### src/rtl/sop_pkg.sv
package sop_pkg;

   // bundle of the two asynchronous control pins, in synchronizer order
   typedef struct packed {
      logic sclk;
      logic cs_n;
   } sop_pins_t;

   localparam int SOP_PINS_W = $bits(sop_pins_t);

   // idle levels used as synchronizer reset values
   localparam sop_pins_t SOP_PINS_IDLE = '{sclk: 1'b0, cs_n: 1'b1};

endpackage

### src/rtl/sop_sync.sv
module sop_sync #(
   parameter int STAGES = 2,
   parameter int WIDTH = 1,
   parameter logic [WIDTH-1:0] RST_VAL = '0
) (
   input  logic             clk,
   input  logic             rst_n,
   input  logic [WIDTH-1:0] d,
   output logic [WIDTH-1:0] q
);

   if (STAGES < 2) begin : g_bad_stages
      $error("sop_sync: STAGES must be at least 2");
   end

   logic [WIDTH-1:0] stage_q [STAGES];

   for (genvar g = 0; g < STAGES; g++) begin : g_stage
      if (g == 0) begin : g_first
         always_ff @(posedge clk or negedge rst_n) begin
            if (!rst_n) stage_q[g] <= RST_VAL;
            else        stage_q[g] <= d;
         end
      end else begin : g_next
         always_ff @(posedge clk or negedge rst_n) begin
            if (!rst_n) stage_q[g] <= RST_VAL;
            else        stage_q[g] <= stage_q[g-1];
         end
      end
   end

   assign q = stage_q[STAGES-1];

endmodule

### src/rtl/sop_frame_timer.sv
module sop_frame_timer #(
   parameter int FRAME_LEN = 1024,
   parameter int GAP_LEN = 4
) (
   input  logic clk,
   input  logic rst_n,
   output logic frame_end,
   output logic in_gap
);

   localparam int CW = $clog2(FRAME_LEN);
   localparam logic [CW-1:0] LAST_PH = CW'(FRAME_LEN - 1);
   localparam logic [CW-1:0] GAP_PH = CW'(FRAME_LEN - GAP_LEN);
   localparam bit POW2 = ((FRAME_LEN & (FRAME_LEN - 1)) == 0);

   if (GAP_LEN < 1 || GAP_LEN >= FRAME_LEN) begin : g_bad_gap
      $error("sop_frame_timer: GAP_LEN out of range");
   end
   if (FRAME_LEN < 4) begin : g_bad_frame
      $error("sop_frame_timer: FRAME_LEN too small");
   end

   logic [CW-1:0] phase_q;
   logic [CW-1:0] phase_nxt;

   assign frame_end = (phase_q == LAST_PH);
   assign in_gap    = (phase_q >= GAP_PH);

   if (POW2) begin : g_wrap_free
      assign phase_nxt = phase_q + 1'b1;
   end else begin : g_wrap_cmp
      assign phase_nxt = frame_end ? '0 : phase_q + 1'b1;
   end

   always_ff @(posedge clk or negedge rst_n) begin
      if (!rst_n) phase_q <= '0;
      else        phase_q <= phase_nxt;
   end


   frame_wrap_chk: assert property (@(posedge clk) disable iff (!rst_n)
      frame_end |=> (phase_q == '0));


   gap_entry_chk: assert property (@(posedge clk) disable iff (!rst_n)
      $rose(in_gap) |-> (phase_q == GAP_PH));

endmodule

### src/rtl/sop_shift_reg.sv
module sop_shift_reg #(
   parameter int WORD_W = 16
) (
   input  logic              clk,
   input  logic              rst_n,
   input  logic              load,
   input  logic [WORD_W-1:0] word_in,
   input  logic              step,
   output logic              bit_out,
   output logic              drained
);

   localparam int IW = $clog2(WORD_W);
   localparam logic [IW-1:0] MSB_IDX = IW'(WORD_W - 1);

   logic [WORD_W-1:0] word_q;
   logic [IW-1:0]     idx_q;
   logic              drained_q;

   always_ff @(posedge clk or negedge rst_n) begin
      if (!rst_n) begin
         word_q    <= '0;
         idx_q     <= MSB_IDX;
         drained_q <= 1'b1;
      end else if (load) begin
         word_q    <= word_in;
         idx_q     <= MSB_IDX;
         drained_q <= 1'b0;
      end else if (step && !drained_q) begin
         if (idx_q == '0) drained_q <= 1'b1;
         else             idx_q     <= idx_q - 1'b1;
      end
   end

   assign bit_out = word_q[idx_q];
   assign drained = drained_q;


   load_step_excl_chk: assert property (@(posedge clk) disable iff (!rst_n)
      !(load && step));


   last_bit_drain_chk: assert property (@(posedge clk) disable iff (!rst_n)
      (step && !drained_q && idx_q == '0) |=> drained_q);


   idle_hold_chk: assert property (@(posedge clk) disable iff (!rst_n)
      (!step && !load) |=> ($stable(idx_q) && $stable(word_q)));

endmodule

### src/rtl/sop_port.sv
module sop_port
   import sop_pkg::*;
#(
   parameter int WORD_W = 16,
   parameter int FRAME_LEN = 1024,
   parameter int GAP_LEN = 4,
   parameter int SYNC_STAGES = 2
) (
   input  logic              clk,
   input  logic              rst_n,
   input  logic [WORD_W-1:0] conv_word,
   input  logic              cs_n,
   input  logic              sclk,
   output logic              sdo,
   output logic              sdo_oe,
   output logic              rdy_n
);

   if (WORD_W != 16 && WORD_W != 20) begin : g_bad_width
      $error("sop_port: WORD_W must be 16 or 20");
   end

   sop_pins_t pins_raw;
   sop_pins_t pins_s;
   logic      sclk_d;
   logic      sclk_fall;
   logic      sel_q;
   logic      hold;
   logic      load;
   logic      step;
   logic      frame_end;
   logic      in_gap;
   logic      drained;
   logic      bit_out;

   assign pins_raw.sclk = sclk;
   assign pins_raw.cs_n = cs_n;

   sop_sync #(
      .STAGES (SYNC_STAGES),
      .WIDTH  (SOP_PINS_W),
      .RST_VAL(SOP_PINS_IDLE)
   ) u_sync (
      .clk  (clk),
      .rst_n(rst_n),
      .d    (pins_raw),
      .q    (pins_s)
   );

   sop_frame_timer #(
      .FRAME_LEN(FRAME_LEN),
      .GAP_LEN  (GAP_LEN)
   ) u_timer (
      .clk      (clk),
      .rst_n    (rst_n),
      .frame_end(frame_end),
      .in_gap   (in_gap)
   );

   // edge detect on the synchronized shift clock
   always_ff @(posedge clk or negedge rst_n) begin
      if (!rst_n) sclk_d <= 1'b0;
      else        sclk_d <= pins_s.sclk;
   end
   assign sclk_fall = sclk_d & ~pins_s.sclk;

   // select: a new low is taken only outside the gap; a held select persists
   always_ff @(posedge clk or negedge rst_n) begin
      if (!rst_n) sel_q <= 1'b0;
      else        sel_q <= ~pins_s.cs_n & (sel_q | ~in_gap);
   end

   assign hold = sel_q & ~drained;
   assign load = frame_end & ~hold;
   assign step = sclk_fall & hold;

   sop_shift_reg #(
      .WORD_W(WORD_W)
   ) u_shift (
      .clk    (clk),
      .rst_n  (rst_n),
      .load   (load),
      .word_in(conv_word),
      .step   (step),
      .bit_out(bit_out),
      .drained(drained)
   );

   assign sdo    = bit_out;
   assign sdo_oe = hold;
   assign rdy_n  = drained | (in_gap & ~hold);


   oe_ready_chk: assert property (@(posedge clk) disable iff (!rst_n)
      sdo_oe |-> !rdy_n);


   drained_idle_chk: assert property (@(posedge clk) disable iff (!rst_n)
      drained |-> (rdy_n && !sdo_oe));


   gap_ignore_chk: assert property (@(posedge clk) disable iff (!rst_n)
      (in_gap && !sel_q) |=> !sel_q);


   release_oe_chk: assert property (@(posedge clk) disable iff (!rst_n)
      pins_s.cs_n |=> !sdo_oe);

endmodule

### config.mk
export PLATFORM = sky130hd
export DESIGN_NAME = sop_port
export DESIGN_NICKNAME = d
export VERILOG_FILES = /design/src/rtl/sop_pkg.sv /design/src/rtl/sop_sync.sv /design/src/rtl/sop_frame_timer.sv /design/src/rtl/sop_shift_reg.sv /design/src/rtl/sop_port.sv
export SDC_FILE = /design/constraint.sdc
export NUM_CORES = 1
export LEC_CHECK = 0
export CAP_MARGIN = 20
export CELL_PAD_IN_SITES_DETAIL_PLACEMENT = 1
export CELL_PAD_IN_SITES_GLOBAL_PLACEMENT = 1
export CORE_MARGIN = 2
export CORE_UTILIZATION = 39
export CTS_CLUSTER_DIAMETER = 120
export DETAILED_ROUTE_END_ITERATION = 10
export PLACE_DENSITY = 0.76
export RECOVER_POWER = 50
export SETUP_SLACK_MARGIN = 0.2
export SLEW_MARGIN = 20
export SYNTH_ARGS = -nofsm -noshare
export SYNTH_HDL_FRONTEND = slang
export SYNTH_SLANG_ARGS = --single-unit
### constraint.sdc
create_clock -name clk -period 1.9 [get_ports clk]
set_clock_uncertainty 0.05 [all_clocks]
set_input_delay 0.19 -clock clk [delete_from_list [all_inputs] [get_ports clk]]
set_output_delay 0.19 -clock clk [all_outputs]
set_load 0.05 [all_outputs]
==> results summary <==
The gate count after technology mapping came out at between 100 and 150. The cell with the most instances after synthesis is dfrtp_1. The DRC violation count after routing came out at 0. The number of failing hold endpoints at the final stage came to 0. The worst slew margin relative to its limit is about two fifths. The number of register bits inferred by synthesis is 37. Sorting the synthesized cells by how often they occur yields 30 x dfrtp_1, 9 x xnor2_1, 8 x mux2_2, 8 x mux2_4.

The total iterations of the first detailed-routing run came out at 4. The detailed placement HPWL came out at around 2300 µm. The fill cell instance count of the final layout came out at between 400 and 500. The global-route usage over all layers is a little under a fifth. The switching power came out at approximately 0.35 mW. Once layout is complete, the utilization of the core stands at between 50% and 60%. The number of different library cells in the post-synthesis netlist is 30. During placement, the flow inserted port buffers numbering 22. The slew at the pin closest to its max-slew limit is around 900 ps. Yosys attributes the largest share of cell area to dfrtp_1 45%, dfstp_2 11%, mux2_4 7.3%. The design internal power is roughly 1.2 mW. The fraction of power consumed by sequential logic came out at roughly 54%. For this design, the slowest cell found on the critical path is dfstp_2. In this run the worst hold path is classified as register to register. The number of global-route vias before repair was ~1.3k. When the netlist entered floorplanning its net count stood at 141. For this design the static power due to leakage is between 1 and 1.5 nW. The buffer and inverter count on the worst path came out at 1.

The stage delay of the slowest cell on the critical path came out at about 610 ps. The slack of the worst reg-to-reg path came out at about 120 ps. The worst setup path is captured at an output port. The average detailed-routed wire length per instance came out at 17.9 µm. The count of max-cap constraint violations came out at 0. After layout, the minimum clock period comes to ~2100 ps. The checks that failed: setup timing. The max-slew violation count is 0. The clock transition time at the flip-flop clock pins of the worst setup and hold paths came out at around 70 ps.

The later pin in the worst-skew pair is clocked with a latency of 290 ps. Traced cell by cell, the critical path runs through mux4_2 -> a22oi_2 -> o21ai_4 -> buf_6. The final setup violation count is 1. STA puts the critical path data required time at 1660 ps. The initial antenna violation count was 0. The tree is rooted in a clkbuf_8. The power after layout came out at ~1.5 mW. At the worst endpoint, the arrival time is 1880 ps.

The initial utilization of the core area, before any placement, comes to approximately two fifths. The fraction of registers with async set/reset is 100%. The maximum number of pins on one net before global-route repair is 38. The initial detailed-routing violation count is 39. The launching element type of the critical path is a register. The combinational fraction of design power is under 10%. A synthesized cell averages 14.0 µm². The fraction of final layout cells sized beyond drive strength 1 is a little over two fifths. The relative contribution of the clock network to total power is about 37%. After detailed routing, the total wire length is around 3800 µm.

The area of the die came out at 4780 µm². The highest net fanout along the worst path came out at 4. TritonCTS built the clock tree. The TritonCTS sink count came out at 37.

The total global routing overflow came out at 0. The die outline width is 69.1 µm. In this run the number of H-tree levels came out at 2. The count of pins on the block boundary is 23. The proportion of netlist area held by the largest area contributor came out at between 40% and 50%.

In this run, CTS created clock tree buffers numbering 5. In this run switching power makes up 22.8% of total power. The global placement routability congestion is approximately 0.77. The number of nets with antenna violations after detailed routing is 0. The cell type group with the largest total delay on the critical path is flip-flops.

The cell area after synthesis came out at around 1700 µm². The maximum resistive drop on vdd is roughly 0.00037 V. The sequential-to-total area share from yosys stat is between 50% and 60%. Hold repair after CTS inserted 0 buffers.

Setup repair after global routing could not meet its margin everywhere. The finished layout holds 214 standard cells, fillers aside. The global-route wire length before repair is just under 7000 µm. The part of the cycle the worst path needs came out at 111%.

The number of flops mapped to enable cells by yosys is 0. In the synthesized netlist the dominant register cell turns out to be dfrtp_1. The synthesized design spends more area on one cell type than any other, namely dfrtp_1. The fmax came out at about 470 MHz. The final instance area is ~2300 µm². The worst-case clock buffer depth is 2. In this run the vertical extent of the chip is 69.1 µm. Compared with the post-synthesis result, the final layout area differs by 39.7%.

The critical path is of the register to output port type. The overall via count from detail_route is 1099. The cell area power density came out at between 600 and 700 nW/µm².

The number of antenna diodes is 0. For this run, the number of Yosys warnings is 0. The post-place instance area came out at 1980 µm².

The layout net count is roughly 190. The run finished, with violations left. The core box area is a little over 4000 µm². Once routing completed, OpenROAD measured the worst setup slack at -215 ps. In this run the core area contains 23 standard-cell rows. Once placement completed, the tool counted placed cells totaling 192. The per-cell via count in the routed design is between 5 and 6.
==> layer usage <==
| layer | vias up | wire, µm | GRT usage (%) | share of wire (%) |
|---|---|---|---|---|
| met5 | - | 0 | 0 | 0 |
| li1 | 507 | - | - | - |
| met4 | 0 | 75 | 7.84 | 2.0 |
| met2 | 21 | 2140 | 32.5 | 56 |
| met1 | 564 | 1470 | 20.1 | 38 |
| met3 | 7 | 153 | 5.12 | 4.0 |
==> path summary, 6_finish.rpt <==
check / from / to / depth (start not counted)
setup / recovery: u_shift.idx_q[0] / sdo / 4
hold / removal: u_sync.stage_q[2] / u_sync.q[0] / 0
setup reg to reg: u_timer.phase_q[5] / u_shift.word_q[5] / 6
hold reg to reg: u_sync.stage_q[2] / u_sync.q[0] / 0
max in group asynchronous: rst_n / u_timer.phase_q[7] / 2
min in group asynchronous: rst_n / u_shift.word_q[9] / 2
==> metrics by stage <==
stage	TNS, ps	setup slack (ps)	hold slack (ps)
6_report	-215	-215	308
5_1_grt	-312	-312	315
4_1_cts	-219	-219	248
3_5_place_dp	0	17.7	296
3_3_place_gp	0	78.0	283
2_1_floorplan	0	133	-156
==> kinds of logic after synthesis <==
| group | after synthesis | synth area share, % |
|---|---|---|
| xor+xnor | 10 | 5.30 |
| fa+ha+maj | 3 | 2.27 |
| flops | 37 | 56.5 |
| simple gates | 27 | 9.68 |
| mux | 22 | 17.9 |
| compound gates | 9 | 4.09 |
| buf+inv | 10 | 4.31 |
==> worst reg2reg max path, delay by kind of cell (launching register included) <==
| family | cells | cell delay (ps) |
|---|---|---|
| DFF | 1 | 370 |
| muxes | 1 | 300 |
| and+or+nand+nor | 3 | 720 |
| buffers and inverters | 2 | 240 |
==> power groups by stage <==
stage	combinational, mW	clock, mW	sequential, mW
3_5_place_dp	0.133	0	0.827
2_1_floorplan	0.0462	0	0.824
5_1_grt	0.148	0.625	0.816
6_report	0.136	0.567	0.816
3_3_place_gp	0.131	0	0.826
4_1_cts	0.139	0.581	0.813
==> sequential cells by signal, indices dropped and copies added, names as in the netlist <==
register,flops
sel_q,1
u_shift.word_q,16
sclk_d,1
u_shift.idx_q,4
u_sync.q,2
u_shift.drained,1
u_timer.phase_q,10
u_sync.stage_q,2
==> cells in the final DEF, fill, tap and decap left out, drive strengths merged, types with 2 or more instances in the layout <==
master / netlist / routed
a221oi: 2 / 2
a31oi: 2 / 2
and4: 3 / 3
ha: 3 / 3
nor2: 4 / 4
xnor2: 9 / 9
nand2: 6 / 6
mux2: 16 / 16
clkdlybuf4s50: 0 / 16
dfrtp: 30 / 30
dlygate4sd3: 0 / 3
mux2i: 4 / 4
mux4: 2 / 2
inv: 7 / 7
clkbuf: 0 / 9
nand4: 4 / 4
buf: 3 / 21
dfstp: 7 / 7
nand3: 4 / 4
==> repair_timing <==
item	CTS	global route
resized for setup	21	4
pin swaps	10	1
setup endpoints to repair	19	22
gates cloned	1	0
buffers inserted	11	2
==> cell type report <==
type	instances	area, µm²	share of cell area [%]
tap	50	62.6	2.71
multi-input combinational	71	753	32.6
timing repair buffer	41	442	19.1
inverter	7	28.8	1.25
clock buffer	8	90.1	3.90
sequential	37	935	40.4
No activity file was read; power rests on OpenSTA's default activity.
